==> src/rtl/nand_seq_pkg.sv <==
package nand_seq_pkg;
  localparam logic [7:0] OP_READ0   = 8'h00;
  localparam logic [7:0] OP_READ1   = 8'h01;
  localparam logic [7:0] OP_READOOB = 8'h50;
  localparam logic [7:0] OP_SEQIN   = 8'h80;
  localparam logic [7:0] OP_PROG    = 8'h10;
  localparam logic [7:0] OP_ERASE1  = 8'h60;
  localparam logic [7:0] OP_ERASE2  = 8'hD0;
  localparam logic [7:0] OP_STATUS  = 8'h70;

  localparam int ROW_W   = 20;
  localparam int MAX_CYC = 6;
  localparam int IDX_W   = $clog2(MAX_CYC + 1);

  typedef struct packed {
    logic       cle;
    logic       ale;
    logic [7:0] val;
  } bus_cyc_t;

  typedef enum logic [1:0] {WAIT_NONE, WAIT_LIMITED, WAIT_FOREVER} wait_kind_t;
  typedef enum logic [1:0] {PH_IDLE, PH_LOW, PH_HOLD} strb_ph_t;
  typedef enum logic [1:0] {W_IDLE, W_TWB, W_POLL} wait_ph_t;
  typedef enum logic [2:0] {S_IDLE, S_LOAD, S_SEND, S_WAIT, S_DONE} seq_st_t;

  function automatic logic op_byte_only(input logic [7:0] op);
    return (op == 8'h90) || (op == 8'hEC) || (op == 8'hEE) || (op == 8'hEF);
  endfunction

  function automatic logic op_is_read(input logic [7:0] op);
    return (op == OP_READ0) || (op == OP_READ1) || (op == OP_READOOB);
  endfunction

  function automatic logic op_no_wait(input logic [7:0] op);
    return (op == OP_SEQIN) || (op == OP_PROG) || (op == OP_ERASE1) ||
           (op == OP_ERASE2) || (op == OP_STATUS);
  endfunction
endpackage

==> src/rtl/nand_seq_plan.sv <==
module nand_seq_plan
  import nand_seq_pkg::*;
#(
  parameter int PAGE_SIZE = 512,
  parameter int COL_W     = 12
) (
  input  logic [7:0]                   op_i,
  input  logic                         col_vld_i,
  input  logic [COL_W-1:0]             col_i,
  input  logic                         row_vld_i,
  input  logic [ROW_W-1:0]             row_i,
  input  logic                         wide_i,
  input  logic                         row3_i,
  output bus_cyc_t [MAX_CYC-1:0]       cyc_o,
  output logic [IDX_W-1:0]             cnt_o,
  output logic                         force_vld_o,
  output logic [IDX_W-1:0]             force_idx_o,
  output wait_kind_t                   wait_o
);
  localparam logic [COL_W-1:0] PG_LIM  = COL_W'(PAGE_SIZE);
  localparam logic [COL_W-1:0] HALF_PT = COL_W'(256);

  logic [COL_W-1:0] col_adj;
  logic [7:0]       ptr;
  logic [IDX_W-1:0] k;

  always_comb begin
    col_adj = col_i;
    ptr     = OP_READ0;
    if (col_vld_i && col_i >= PG_LIM) begin
      ptr     = OP_READOOB;
      col_adj = col_i - PG_LIM;
    end else if (col_vld_i && col_i >= HALF_PT) begin
      ptr     = OP_READ1;
      col_adj = col_i - HALF_PT;
    end
    if (op_i != OP_SEQIN) col_adj = col_i;
    if (wide_i && !op_byte_only(op_i)) col_adj = col_adj >> 1;
  end

  always_comb begin
    cyc_o       = '0;
    k           = '0;
    force_vld_o = 1'b0;
    force_idx_o = '0;
    if (op_i == OP_SEQIN) begin
      cyc_o[k] = '{cle: 1'b1, ale: 1'b0, val: ptr};
      k = k + 1'b1;
    end
    cyc_o[k] = '{cle: 1'b1, ale: 1'b0, val: op_i};
    k = k + 1'b1;
    if (col_vld_i) begin
      cyc_o[k] = '{cle: 1'b0, ale: 1'b1, val: col_adj[7:0]};
      k = k + 1'b1;
    end
    if (row_vld_i) begin
      cyc_o[k] = '{cle: 1'b0, ale: 1'b1, val: row_i[7:0]};
      k = k + 1'b1;
      force_vld_o = op_is_read(op_i);
      force_idx_o = k;
      cyc_o[k] = '{cle: 1'b0, ale: 1'b1, val: row_i[15:8]};
      k = k + 1'b1;
      if (row3_i) begin
        cyc_o[k] = '{cle: 1'b0, ale: 1'b1, val: {4'h0, row_i[19:16]}};
        k = k + 1'b1;
      end
    end
    cnt_o = k;
  end

  always_comb begin
    if (op_no_wait(op_i))                 wait_o = WAIT_NONE;
    else if (op_is_read(op_i) && row_vld_i) wait_o = WAIT_LIMITED;
    else                                  wait_o = WAIT_FOREVER;
  end
endmodule

==> src/rtl/nand_seq_strobe.sv <==
module nand_seq_strobe
  import nand_seq_pkg::*;
#(
  parameter int STROBE_CYC = 3
) (
  input  logic        clk_i,
  input  logic        rst_ni,
  input  logic        start_i,
  input  logic        clr_i,
  input  bus_cyc_t    cyc_i,
  output logic        we_no,
  output logic        cle_o,
  output logic        ale_o,
  output logic [15:0] dq_o,
  output logic        act_o,
  output logic        last_o
);
  localparam int CW = $clog2(STROBE_CYC + 1);

  strb_ph_t      ph_q;
  logic [CW-1:0] cnt_q;

  always_ff @(posedge clk_i or negedge rst_ni) begin
    if (!rst_ni) begin
      ph_q  <= PH_IDLE;
      cnt_q <= '0;
      cle_o <= 1'b0;
      ale_o <= 1'b0;
      dq_o  <= '0;
    end else if (start_i) begin
      ph_q  <= PH_LOW;
      cnt_q <= CW'(STROBE_CYC - 1);
      cle_o <= cyc_i.cle;
      ale_o <= cyc_i.ale;
      dq_o  <= {8'h00, cyc_i.val};
    end else begin
      if (clr_i) begin
        cle_o <= 1'b0;
        ale_o <= 1'b0;
      end
      unique case (ph_q)
        PH_LOW: begin
          if (cnt_q == '0) ph_q <= PH_HOLD;
          else             cnt_q <= cnt_q - 1'b1;
        end
        PH_HOLD: ph_q <= PH_IDLE;
        default: ph_q <= PH_IDLE;
      endcase
    end
  end

  assign we_no  = (ph_q != PH_LOW);
  assign act_o  = (ph_q != PH_IDLE);
  assign last_o = (ph_q == PH_HOLD);
endmodule

==> src/rtl/nand_seq_wait.sv <==
module nand_seq_wait
  import nand_seq_pkg::*;
#(
  parameter int TWB_CYC   = 13,
  parameter int LIMIT_CYC = 3750
) (
  input  logic clk_i,
  input  logic rst_ni,
  input  logic start_i,
  input  logic limited_i,
  input  logic rdy_i,
  output logic fin_o,
  output logic expired_o
);
  localparam int TOP = (LIMIT_CYC > TWB_CYC) ? LIMIT_CYC : TWB_CYC;
  localparam int CW  = $clog2(TOP + 1);

  logic [1:0]    rdy_q;
  logic          rdy_s;
  wait_ph_t      ph_q;
  logic [CW-1:0] cnt_q;
  logic          lim_q;

  assign rdy_s     = rdy_q[1];
  assign expired_o = (ph_q == W_POLL) && !rdy_s && lim_q && (cnt_q == '0);
  assign fin_o     = (ph_q == W_POLL) && (rdy_s || expired_o);

  always_ff @(posedge clk_i or negedge rst_ni) begin
    if (!rst_ni) begin
      rdy_q <= '0;
      ph_q  <= W_IDLE;
      cnt_q <= '0;
      lim_q <= 1'b0;
    end else begin
      rdy_q <= {rdy_q[0], rdy_i};
      if (start_i) begin
        ph_q  <= W_TWB;
        cnt_q <= CW'(TWB_CYC - 1);
        lim_q <= limited_i;
      end else begin
        unique case (ph_q)
          W_TWB: begin
            if (cnt_q == '0) begin
              ph_q  <= W_POLL;
              cnt_q <= CW'(LIMIT_CYC - 1);
            end else begin
              cnt_q <= cnt_q - 1'b1;
            end
          end
          W_POLL: begin
            if (fin_o)              ph_q  <= W_IDLE;
            else if (cnt_q != '0)   cnt_q <= cnt_q - 1'b1;
          end
          default: ph_q <= W_IDLE;
        endcase
      end
    end
  end
endmodule

==> src/rtl/nand_cmd_seq.sv <==
module nand_cmd_seq
  import nand_seq_pkg::*;
#(
  parameter int PAGE_SIZE  = 512,
  parameter int COL_W      = 12,
  parameter int STROBE_CYC = 3,
  parameter int TWB_CYC    = 13,
  parameter int US_CYC     = 125,
  parameter int POLL_US    = 30
) (
  input  logic             clk_i,
  input  logic             rst_ni,
  input  logic             req_i,
  input  logic [7:0]       opcode_i,
  input  logic             col_vld_i,
  input  logic [COL_W-1:0] col_i,
  input  logic             page_vld_i,
  input  logic [19:0]      page_i,
  input  logic             wide_i,
  input  logic             row3_i,
  input  logic [7:0]       dev_status_i,
  output logic             busy_o,
  output logic             done_o,
  output logic             timeout_o,
  output logic             nand_ce_no,
  output logic             nand_cle_o,
  output logic             nand_ale_o,
  output logic             nand_we_no,
  output logic [15:0]      nand_dq_o
);
  localparam int LIMIT_CYC = US_CYC * POLL_US;

  seq_st_t          st_q;
  logic [7:0]       op_q;
  logic             col_vld_q, row_vld_q, wide_q, row3_q;
  logic [COL_W-1:0] col_q;
  logic [ROW_W-1:0] row_q;
  logic [IDX_W-1:0] idx_q;
  logic             force_q;

  bus_cyc_t [MAX_CYC-1:0] cyc;
  logic [IDX_W-1:0]       cnt, force_idx;
  logic                   force_vld;
  wait_kind_t             wkind;

  logic st_act, st_last, last_byte, seq_end, wt_fin, wt_exp;

  nand_seq_plan #(.PAGE_SIZE(PAGE_SIZE), .COL_W(COL_W)) u_plan (
    .op_i(op_q), .col_vld_i(col_vld_q), .col_i(col_q),
    .row_vld_i(row_vld_q), .row_i(row_q), .wide_i(wide_q), .row3_i(row3_q),
    .cyc_o(cyc), .cnt_o(cnt), .force_vld_o(force_vld),
    .force_idx_o(force_idx), .wait_o(wkind)
  );

  assign last_byte = (idx_q == cnt - 1'b1);
  assign seq_end   = (st_q == S_SEND) && st_last && last_byte;

  nand_seq_strobe #(.STROBE_CYC(STROBE_CYC)) u_strobe (
    .clk_i(clk_i), .rst_ni(rst_ni),
    .start_i(st_q == S_LOAD), .clr_i(seq_end), .cyc_i(cyc[idx_q]),
    .we_no(nand_we_no), .cle_o(nand_cle_o), .ale_o(nand_ale_o),
    .dq_o(nand_dq_o), .act_o(st_act), .last_o(st_last)
  );

  nand_seq_wait #(.TWB_CYC(TWB_CYC), .LIMIT_CYC(LIMIT_CYC)) u_wait (
    .clk_i(clk_i), .rst_ni(rst_ni),
    .start_i(seq_end && (wkind != WAIT_NONE)),
    .limited_i(wkind == WAIT_LIMITED), .rdy_i(dev_status_i[0]),
    .fin_o(wt_fin), .expired_o(wt_exp)
  );

  always_ff @(posedge clk_i or negedge rst_ni) begin
    if (!rst_ni) begin
      st_q      <= S_IDLE;
      op_q      <= '0;
      col_vld_q <= 1'b0;
      col_q     <= '0;
      row_vld_q <= 1'b0;
      row_q     <= '0;
      wide_q    <= 1'b0;
      row3_q    <= 1'b0;
      idx_q     <= '0;
      force_q   <= 1'b0;
      timeout_o <= 1'b0;
    end else begin
      unique case (st_q)
        S_IDLE: if (req_i) begin
          op_q      <= opcode_i;
          col_vld_q <= col_vld_i;
          col_q     <= col_i;
          row_vld_q <= page_vld_i;
          row_q     <= page_i;
          wide_q    <= wide_i;
          row3_q    <= row3_i;
          idx_q     <= '0;
          timeout_o <= 1'b0;
          st_q      <= S_LOAD;
        end
        S_LOAD: begin
          if (force_vld && idx_q == force_idx) force_q <= 1'b1;
          st_q <= S_SEND;
        end
        S_SEND: if (st_last) begin
          if (last_byte) st_q <= (wkind == WAIT_NONE) ? S_DONE : S_WAIT;
          else begin
            idx_q <= idx_q + 1'b1;
            st_q  <= S_LOAD;
          end
        end
        S_WAIT: if (wt_fin) begin
          force_q   <= 1'b0;
          timeout_o <= wt_exp;
          st_q      <= S_DONE;
        end
        default: st_q <= S_IDLE;
      endcase
    end
  end

  assign busy_o     = (st_q != S_IDLE) && (st_q != S_DONE);
  assign done_o     = (st_q == S_DONE);
  assign nand_ce_no = !(st_act || force_q);
endmodule

==> config.mk <==
export PLATFORM = sky130hd
export DESIGN_NAME = nand_cmd_seq
export DESIGN_NICKNAME = d
export VERILOG_FILES = /design/src/rtl/nand_seq_pkg.sv /design/src/rtl/nand_seq_plan.sv /design/src/rtl/nand_seq_strobe.sv /design/src/rtl/nand_seq_wait.sv /design/src/rtl/nand_cmd_seq.sv
export SDC_FILE = /design/constraint.sdc
export NUM_CORES = 1
export LEC_CHECK = 0
export BUFFER_PORTS_ARGS = -buffer_cell sky130_fd_sc_hd__buf_4
export CORE_AREA = 2 2 106 108
export CTS_BUF_LIST = sky130_fd_sc_hd__clkbuf_4 sky130_fd_sc_hd__clkbuf_8
export DETAILED_ROUTE_END_ITERATION = 12
export DIE_AREA = 0 0 108 110
export GPL_ROUTABILITY_DRIVEN = 1
export PLACE_DENSITY = 0.81
export SLEW_MARGIN = 20
export SYNTH_ARGS = -nofsm -noshare
export SYNTH_HDL_FRONTEND = slang
export SYNTH_SLANG_ARGS = --single-unit
==> constraint.sdc <==
create_clock -name clk_i -period 4.98 [get_ports clk_i]
set_input_delay 0.498 -clock clk_i [delete_from_list [all_inputs] [get_ports clk_i]]
set_output_delay 0.498 -clock clk_i [all_outputs]
set_load 0.1 [all_outputs]
==> results.txt <==
input/output buffers = 62
Final Hold Viols = 0
via count = 5251
max frequency = 240 MHz
r2r worst-path depth = 16
vias in the first global route = 4944
Tot GR Track Use = 26.5%
Tmin final = 4170 ps
Post-synth ARST share = 100%
Final TNS setup = 0 ps
register bit total from synthesis = 83
global route overflow = 0
CP max stage delay = 480 ps
CP required = 5210 ps
post-cts sizing count = 0
post-CTS setup buffers = 0
CP Capture Type = register
Routed WL = 15.6 mm
count leader, synth = dfrtp_1
critical path's slowest cell = nor4b_4
YS warnings = 0
Synth top cells by count = 83 x dfrtp_1, 46 x o21ai_0, 44 x mux2_2, 44 x nand2_1, 44 x nor2_1
dpl hpwl = 10.8 mm
r2r endpoint = u_wait.cnt_q[4]
post-placement cell count = 786
top_reg_cell synth = dfrtp_1
full die area = 11900 µm²
layout cells sized above 1 = 23.1%
Setup Slack @ Placement = 896 ps
critical path peak fanout = 14
final cell utilization of the core = 59.1%
worst setup margin = 809 ps
Clock Tree Buf Depth = 2
Fin Hold WS = 146 ps
Slew @ Worst Pin = 1020 ps
crit share post-route = 83.8%
Area after DPL = 6140 µm²
Synth area leaders = dfrtp_1 37%, mux2_2 8.8%, o21ai_0 4.1%
Die Span Y = 110 µm
worst path buffer plus inverter count = 3
htree depth = 3
Distinct cells, synth = 77
post-synth top area share = 36.7%
Antenna Nets Post-Route = 0
Post-synth EDFFs = 0
Worst R2R Start = op_q[5]
Crit path max-delay family = simple AND/OR/NAND/NOR gates
# diodes = 0
synthesized area per cell = 9.10 µm²
CP startpoint = op_q[5]
clock skew = 20.8 ps
Initial Utilization = 52.8%
CTS buffer count = 9
Finished Layout Cells = 801
final net count = 725
drt first pass iters = 6
critical path class = register to register
Critical path destination = u_wait.cnt_q[4]
CTS sink count = 83
P per Cell Area = 670 nW/µm²
CTS tree = done
total core area = 10700 µm²
sequential element share of the synthesized area = 36.7%
post-DR wirelength/cell = 19.4 µm
hold bufs inserted after CTS = 0
post-synth top area cell = dfrtp_1
Mapped Area = 5650 µm²
# DRC = 0
first-pass GRT wire length = 24.8 mm
width of the die = 108 µm
clock latency on the worst-skew pair = 390 ps
largest net degree at the start of global routing = 84
initial antenna violation count = 0
worst hold path class = input port to async pin
Routability Congestion = 0.938
flop2flop setup slack = 810 ps
worst relative slew slack = 32.2%
FP Rows = 38
max-slew violation count = 0
RSZ-0062 raised after global routing = no
root buffer cell = clkbuf_8
Worst path depth = 16
cell area after layout = 6320 µm²
Boundary Pins = 78
critical path arrival = 4400 ps
Worst IR Drop VDD = 0.465 mV
Leak = 2.62 nW
Worst-path clk slew = 100 ps
Mapped Cells = 621
Area Overhead vs Synth = 11.9%
power consumption = 4.24 mW
startpoint types = register
max cap viols = 0
status = finished, final reports clean
crit-path cells = nor4_1, nand3_1, inv_1, ha_1, buf_4, mux2i_1, nand2_1, o21ai_0, ha_1, xnor2_1, nor2_1, mux2i_1, or3_4, nor4b_4, buf_4, a311oi_1
drt first-iter violations = 652
Final Setup Violations = 0
Avg Vias per Cell = 6.56
layer usage:
metal / part of all wire [%] / vias up / global-route usage (%)
met5: 0 / - / 0
met4: 3.0 / 0 / 9.71
met3: 7.6 / 45 / 4.64
met2: 48 / 270 / 44.7
met1: 41 / 2564 / 34.4
li1: - / 2372 / -
final cells by class:
class	count	area, µm²
Multi-Input combinational cell	477	3300
Fill cell	940	4370
Sequential cell	83	2080
Clock buffer	11	151
Clock inverter	4	32.5
Timing Repair Buffer	69	522
Tap cell	140	175
Inverter	17	63.8
worst min-delay path by stage:
stage	end	start	slack, ps	cells after the start
2_1_floorplan	col_q[0]	rst_ni	200	0
3_3_place_gp	u_wait.rdy_q[1]	u_wait.rdy_q[0]	330	0
3_5_place_dp	u_wait.rdy_q[1]	u_wait.rdy_q[0]	350	0
4_1_cts	u_wait.rdy_q[0]	dev_status_i[0]	220	1
5_1_grt	u_wait.cnt_q[7]	rst_ni	220	1
6_report	u_wait.cnt_q[7]	rst_ni	150	1
power breakdown:
| group | internal (mW) | leakage, nW | switching [mW] |
|---|---|---|---|
| Combinational | 0.879 | 1.51 | 1.46 |
| Sequential | 0.963 | 1.02 | 0.459 |
| Clock | 0.209 | 0.0884 | 0.264 |
kinds of logic after synthesis:
logic type | Yosys count | share of synthesized area, %
mux | 57 | 11.2
flops | 83 | 36.7
other cells | 1 | 0.0663
fa+ha+maj | 13 | 2.88
buf+inv | 68 | 5.38
simple gates | 205 | 19.8
compound gates | 183 | 22.2
xor+xnor | 11 | 1.70
layout by cell type (no fill, tap or decap), types with 9 or more instances in the layout:
cell	instances
a21oi_1	36
a22oi_1	14
a31oi_1	9
buf_4	68
clkbuf_8	11
dfrtp_1	83
ha_1	13
inv_1	17
mux2_2	44
mux2i_1	11
nand2_1	44
nand3_1	22
nor2_1	44
nor2b_1	12
nor3_1	19
o21ai_0	46
flip-flops by register name (all words and copies together) (netlist names):
signal          count
u_strobe.cle_o      1
op_q                8
col_q              12
timeout_o           1
u_wait.rdy_q        2
row_q              20
u_wait.ph_q         2
row3_q              1
u_wait.cnt_q       12
u_strobe.cnt_q      2
col_vld_q           1
force_q             1
idx_q               3
u_strobe.ph_q       2
u_strobe.dq_o       8
row_vld_q           1
u_wait.lim_q        1
st_q                3
wide_q              1
u_strobe.ale_o      1
Note: power is estimated with default switching activity, not from simulation.
